File: src/rtl/pcu_pkg.sv
package pcu_pkg;
  localparam int CODE_W  = 6;
  localparam int NUM_EVT = 1 << CODE_W;
  localparam int CTRL_W  = 16;
  localparam int B_EN    = 15;
  localparam int B_GO    = 14;
  localparam int B_ZERO  = 13;
  localparam int B_SLOW  = 8;
  localparam logic [CODE_W-1:0] EV_ELAPSED = 6'h23;

  typedef struct packed {
    logic              en;
    logic              go;
    logic              slow;
    logic [CODE_W-1:0] code;
  } ctrl_t;

  // codes that route to a strobe line
  function automatic logic code_is_live(input logic [CODE_W-1:0] c);
    return (c >= 6'h01 && c <= 6'h0b) || (c >= 6'h0d && c <= 6'h1a) ||
           (c >= 6'h21 && c <= 6'h25) || (c >= 6'h27 && c <= 6'h29);
  endfunction

  function automatic logic [CTRL_W-1:0] ctrl_image(input ctrl_t c);
    logic [CTRL_W-1:0] img;
    img = '0;
    img[B_EN]         = c.en;
    img[B_GO]         = c.go;
    img[B_SLOW]       = c.slow;
    img[CODE_W-1:0]   = c.code;
    return img;
  endfunction

  function automatic ctrl_t ctrl_parse(input logic [CTRL_W-1:0] w);
    ctrl_t c;
    c.en   = w[B_EN];
    c.go   = w[B_GO];
    c.slow = w[B_SLOW];
    c.code = w[CODE_W-1:0];
    return c;
  endfunction
endpackage

File: src/rtl/pcu_event_sel.sv
module pcu_event_sel
  import pcu_pkg::*;
(
  input  ctrl_t              cfg,
  input  logic [NUM_EVT-1:0] evt_vec,
  input  logic               tick,
  output logic               hit
);
  always_comb begin
    if (cfg.code == EV_ELAPSED) begin
      hit = cfg.slow ? tick : 1'b1;
    end else if (code_is_live(cfg.code)) begin
      hit = evt_vec[cfg.code];
    end else begin
      hit = 1'b0;
    end
  end
endmodule

File: src/rtl/pcu_counter.sv
module pcu_counter
  import pcu_pkg::*;
#(
  parameter int CNT_W = 48
) (
  input  logic              clk,
  input  logic              rst,
  input  logic              cfg_wr,
  input  logic [CTRL_W-1:0] cfg_wdata,
  input  logic [NUM_EVT-1:0] evt_vec,
  input  logic              tick,
  output ctrl_t             cfg_q,
  output logic [CNT_W-1:0]  count_q,
  output logic              zero_pulse
);
  logic hit;

  pcu_event_sel u_sel (
    .cfg     (cfg_q),
    .evt_vec (evt_vec),
    .tick    (tick),
    .hit     (hit)
  );

  assign zero_pulse = cfg_wr & cfg_wdata[B_ZERO];

  always_ff @(posedge clk) begin
    if (rst) begin
      cfg_q   <= '0;
      count_q <= '0;
    end else begin
      if (cfg_wr) cfg_q <= ctrl_parse(cfg_wdata);
      if (zero_pulse) begin
        count_q <= '0;
      end else if (cfg_q.en && cfg_q.go && hit) begin
        count_q <= count_q + 1'b1;
      end
    end
  end
endmodule

File: src/rtl/pcu_regbus.sv
module pcu_regbus
  import pcu_pkg::*;
#(
  parameter int NUM_CTR   = 2,
  parameter int CNT_W     = 48,
  parameter int ADDR_W    = 8,
  parameter int CTRL_BASE = 'h00,
  parameter int CTR_BASE  = 'h10
) (
  input  logic                             clk,
  input  logic                             rst,
  input  logic [ADDR_W-1:0]                addr,
  input  logic                             wr,
  input  logic                             rd,
  input  logic [NUM_CTR-1:0][CTRL_W-1:0]   ctrl_img,
  input  logic [NUM_CTR-1:0][CNT_W-1:0]    counts,
  output logic [NUM_CTR-1:0]               ctrl_wr,
  output logic [31:0]                      rdata
);
  localparam int HI_W = CNT_W - 32;

  logic [31:0] rd_next;

  always_comb begin
    ctrl_wr = '0;
    rd_next = '0;
    for (int n = 0; n < NUM_CTR; n++) begin
      if (addr == ADDR_W'(CTRL_BASE + 4 * n)) begin
        ctrl_wr[n] = wr;
        rd_next    = 32'(ctrl_img[n]);
      end
      if (addr == ADDR_W'(CTR_BASE + 8 * n)) begin
        rd_next = 32'(counts[n][CNT_W-1 -: HI_W]);
      end
      if (addr == ADDR_W'(CTR_BASE + 8 * n + 4)) begin
        rd_next = counts[n][31:0];
      end
    end
  end

  always_ff @(posedge clk) begin
    if (rst) begin
      rdata <= '0;
    end else if (rd) begin
      rdata <= rd_next;
    end
  end
endmodule

File: src/rtl/perf_counter_unit.sv
module perf_counter_unit
  import pcu_pkg::*;
#(
  parameter int NUM_CTR   = 2,
  parameter int CNT_W     = 48,
  parameter int ADDR_W    = 8,
  parameter int CTRL_BASE = 'h00,
  parameter int CTR_BASE  = 'h10
) (
  input  logic               clk,
  input  logic               rst,
  input  logic [ADDR_W-1:0]  bus_addr,
  input  logic               bus_wr,
  input  logic               bus_rd,
  input  logic [31:0]        bus_wdata,
  output logic [31:0]        bus_rdata,
  input  logic [NUM_EVT-1:0] evt_strobe,
  input  logic               tick_strobe
);
  logic [NUM_CTR-1:0]             ctrl_wr;
  logic [NUM_CTR-1:0]             zero_hit;
  logic [NUM_CTR-1:0][CTRL_W-1:0] ctrl_img;
  logic [NUM_CTR-1:0][CNT_W-1:0]  cnt_all;

  for (genvar g = 0; g < NUM_CTR; g++) begin : g_ctr
    ctrl_t cfg;
    pcu_counter #(.CNT_W(CNT_W)) u_ctr (
      .clk        (clk),
      .rst        (rst),
      .cfg_wr     (ctrl_wr[g]),
      .cfg_wdata  (bus_wdata[CTRL_W-1:0]),
      .evt_vec    (evt_strobe),
      .tick       (tick_strobe),
      .cfg_q      (cfg),
      .count_q    (cnt_all[g]),
      .zero_pulse (zero_hit[g])
    );
    assign ctrl_img[g] = ctrl_image(cfg);
  end

  pcu_regbus #(
    .NUM_CTR   (NUM_CTR),
    .CNT_W     (CNT_W),
    .ADDR_W    (ADDR_W),
    .CTRL_BASE (CTRL_BASE),
    .CTR_BASE  (CTR_BASE)
  ) u_bus (
    .clk      (clk),
    .rst      (rst),
    .addr     (bus_addr),
    .wr       (bus_wr),
    .rd       (bus_rd),
    .ctrl_img (ctrl_img),
    .counts   (cnt_all),
    .ctrl_wr  (ctrl_wr),
    .rdata    (bus_rdata)
  );
endmodule

File: config.mk
export PLATFORM = sky130hd
export DESIGN_NAME = perf_counter_unit
export DESIGN_NICKNAME = d
export VERILOG_FILES = /design/src/rtl/pcu_pkg.sv /design/src/rtl/pcu_event_sel.sv /design/src/rtl/pcu_counter.sv /design/src/rtl/pcu_regbus.sv /design/src/rtl/perf_counter_unit.sv
export SDC_FILE = /design/constraint.sdc
export NUM_CORES = 1
export LEC_CHECK = 0
export BUFFER_PORTS_ARGS = -buffer_cell sky130_fd_sc_hd__buf_2
export CORE_MARGIN = 4
export CORE_UTILIZATION = 55
export DETAILED_ROUTE_END_ITERATION = 16
export HOLD_SLACK_MARGIN = 0.08
export PLACE_DENSITY = 0.78
export SETUP_SLACK_MARGIN = 0.2
export SLEW_MARGIN = 15
export SYNTH_ARGS = -nofsm -noshare
export SYNTH_HDL_FRONTEND = slang
export SYNTH_SLANG_ARGS = --single-unit
File: constraint.sdc
create_clock -name clk -period 3.6 [get_ports clk]
set_clock_uncertainty 0.1 [all_clocks]
set_input_delay 0.9 -clock clk [delete_from_list [all_inputs] [get_ports clk]]
set_output_delay 0.9 -clock clk [all_outputs]
set_load 0.02 [all_outputs]
==> run summary <==
Drt via density = 6.81
Syn Inst Count = 1013
Initial antenna violation count = 0
Sequential fraction of the synthesis area = 0.342
Setup WS post-layout = 0.466 ns
H-tree depth = 4
Slowest stage cell, crit path = dfxtp_1
Multi-input logic area = 5060 sq um
Worst-path fanout max = 22
Hold Crit Start = g_ctr[1].u_ctr.count_q[47]
Switch share = 0.222
Setup TNS = 0 ns
Clk_lat worst skew = 0.43 ns
Seq pwr share = 0.428
Ant. Diodes = 0
Area contributors post-synth = dfxtp_1, a21oi_1, or4_1
Die Area = 17600 sq um
Wire per inst = 19.8 um
WL met2 = 12000 um
Hold depth = 2
Reg area = 2920 sq um
CP startpoint = g_ctr[1].u_ctr.cfg_q[3]
Final core utilization = 0.636
Worst R2R Start = g_ctr[1].u_ctr.cfg_q[3]
Most instantiated cells after synthesis = dfxtp_1, a21oi_1, nand2_1
CP Capture Type = flip-flop
DIE HEIGHT = 133 um
Async set-reset flop share out of synthesis = 0
R2R cell count = 8
Combinational share of power = 0.056
Tmin final = 3.13 ns
Worst slew margin = 0.474
Final Hold Fails = 0
Synthesis-to-finish area growth = 13.2%
# nets final = 1181
Clock sink count = 146
Met1 Wirelength = 10300 um
Uppermost layer routed = met4
DP Cell Count = 1239
Fillers = 1325
First-pass GRT wire length = 39800 um
Crit-path cells = inv_1 -> and4_4 -> nor4b_2 -> and4_1 -> o211ai_4 -> buf_4 -> or4b_1 -> a21oi_1
GRT Total Usage = 0.279
Share of layout cells above drive strength 1 = 0.191
Period utilisation layout = 0.871
Max-slew violations = 0
Vias in the first global route = 7759
Clk network pwr share = 0.516
Top delay family on crit path = simple AND/OR/NAND/NOR gates
GP Congestion = 0.902
Hold Slack = 0.381 ns
RSZ-0062 raised after global routing = false
Count leader, synth = dfxtp_1
#FFs+latches synth = 146
Leakage = 3.16 nW
WHS Endpoint = g_ctr[1].u_ctr.count_q[47]
Synth top area share = 0.342
Yosys cell types = 74
DRT Pass-1 Iters = 8
DR vias = 8655
CP bufs+invs = 2
GRT overflow = 0
Post-CTS Hold Fix Bufs = 0
I/O pins = 141
1st-iter DRT viols = 1151
DRT Wirelength = 25200 um
R2R Setup Slk = 0.47 ns
Starting Density = 0.562
DR WL met3 = 2230 um
Top FF cell, synth = dfxtp_1
Ys Warns = 0
Worst Max-Slew Pin Slew = 0.789 ns
CP Launch Type = flip-flop
Syn nets = 1124
Site row count = 45
Syn_area_per_cell = 8.43 sq um
Num CTS Buffers = 17
Largest area contributor in the netlist = dfxtp_1
Cell Pwr Density = 394 nW/um^2
Clk root buf = clkbuf_16
# DRC = 0
IO buf count = 102
Cell Count, Final, Fillers Out = 1271
Mapped Area = 8540 sq um
Int Pwr = 2.96 mW
Clock slew at reported path FFs = 0.06 ns
Fmax = 0.319 GHz
Setup WS pre-CTS = 0.385 ns
CTS Buffer Depth = 2
Die X = 133 um
Min-Delay Path Class = reg -> reg
Crit-path max cell delay = 0.71 ns
CTS tree = done
RR Endpoint = g_ctr[1].u_ctr.count_q[47]
Core box area = 15200 sq um
Post-synth EDFFs = 0
HPWL after DPL = 17400 um
VDD IR max = 0.361 mV
Critical Path RT = 3.86 ns
Post-DRT Antenna Nets = 0
Crit Path Class = reg -> reg
Psw = 0.846 mW
Outcome = finished clean
# Max-Cap Violations = 0
Final setup viols = 0
Pin count of the biggest net entering global routing = 92
CP arrival = 3.40 ns
cell usage in the layout (no fill, tap or decap), types with 9 or more instances in the layout:
cell / instances
a21oi_1: 115
a221oi_1: 16
a22oi_1: 14
a2bb2oi_1: 9
a31oi_1: 10
and2_1: 10
buf_2: 102
buf_4: 17
clkbuf_16: 17
dfxtp_1: 145
inv_1: 20
mux2_2: 10
mux2i_1: 9
mux4_2: 17
nand2_1: 90
nand3_1: 47
nand4_1: 34
nor2_1: 79
nor3_1: 21
nor4_1: 10
o21ai_0: 21
o31ai_1: 56
or3_1: 14
or4_1: 57
xnor2_1: 11
final cells by class:
type,instances,share of cell area
well taps,188,0.0243
flip-flops and latches,146,0.302
inverters,21,0.00815
clock inverters,12,0.0212
multi-input cells,761,0.523
clock buffers,20,0.0462
repair buffers,123,0.0743
kinds of logic after synthesis:
logic type      share of synthesized area
simple gates                        0.263
fa+ha+maj                         0.00293
compound gates                      0.221
buf+inv                            0.0656
mux                                0.0901
flops                               0.342
xor+xnor                           0.0154
sequential cells by signal (all words and copies together) (netlist names):
| name | cells |
|---|---|
| u_bus.rdata | 32 |
| g_ctr.u_ctr.cfg_q | 18 |
| g_ctr.u_ctr.count_q | 96 |
timing repair:
action,CTS,global route
buffers inserted,0,0
resized for setup,0,1
setup endpoints to repair,0,10
worst max path at each step:
stage	endpoint	slack (ns)	cells past startpoint
floorplan	u_bus.rdata[8]	0.66	9
global placement	u_bus.rdata[14]	0.38	8
detailed placement	g_ctr[1].u_ctr.count_q[33]	0.39	8
CTS	g_ctr[1].u_ctr.count_q[33]	0.38	8
global route	g_ctr[1].u_ctr.count_q[25]	0.28	8
finish	g_ctr[1].u_ctr.count_q[47]	0.47	8
metal layers:
layer,GRT usage,vias to the layer above
li1,-,4021
met1,0.375,4178
met2,0.451,396
met3,0.0643,60
met4,0.0814,0
met5,0,-
worst min-delay path: stages (launching register included):
cell and delay [ns]:
dfxtp_1 0.32, o41ai_1 0.06, a21oi_1 0.05
metrics by stage:
step                cell area, sq um  power (mW)
global placement                9020        1.87
CTS                             9670        3.82
global route                    9670        3.91
floorplan                       8540        1.79
finish                          9670        3.81
detailed placement              9020        1.87
power groups by stage:
stage | clock network (mW) | registers [mW] | logic [mW]
detailed placement | 0 | 1.67 | 0.208
global placement | 0 | 1.67 | 0.206
finish | 1.96 | 1.63 | 0.213
global route | 2.05 | 1.63 | 0.228
floorplan | 0 | 1.68 | 0.112
CTS | 1.98 | 1.63 | 0.209
Note: power is estimated with default switching activity, not from simulation.
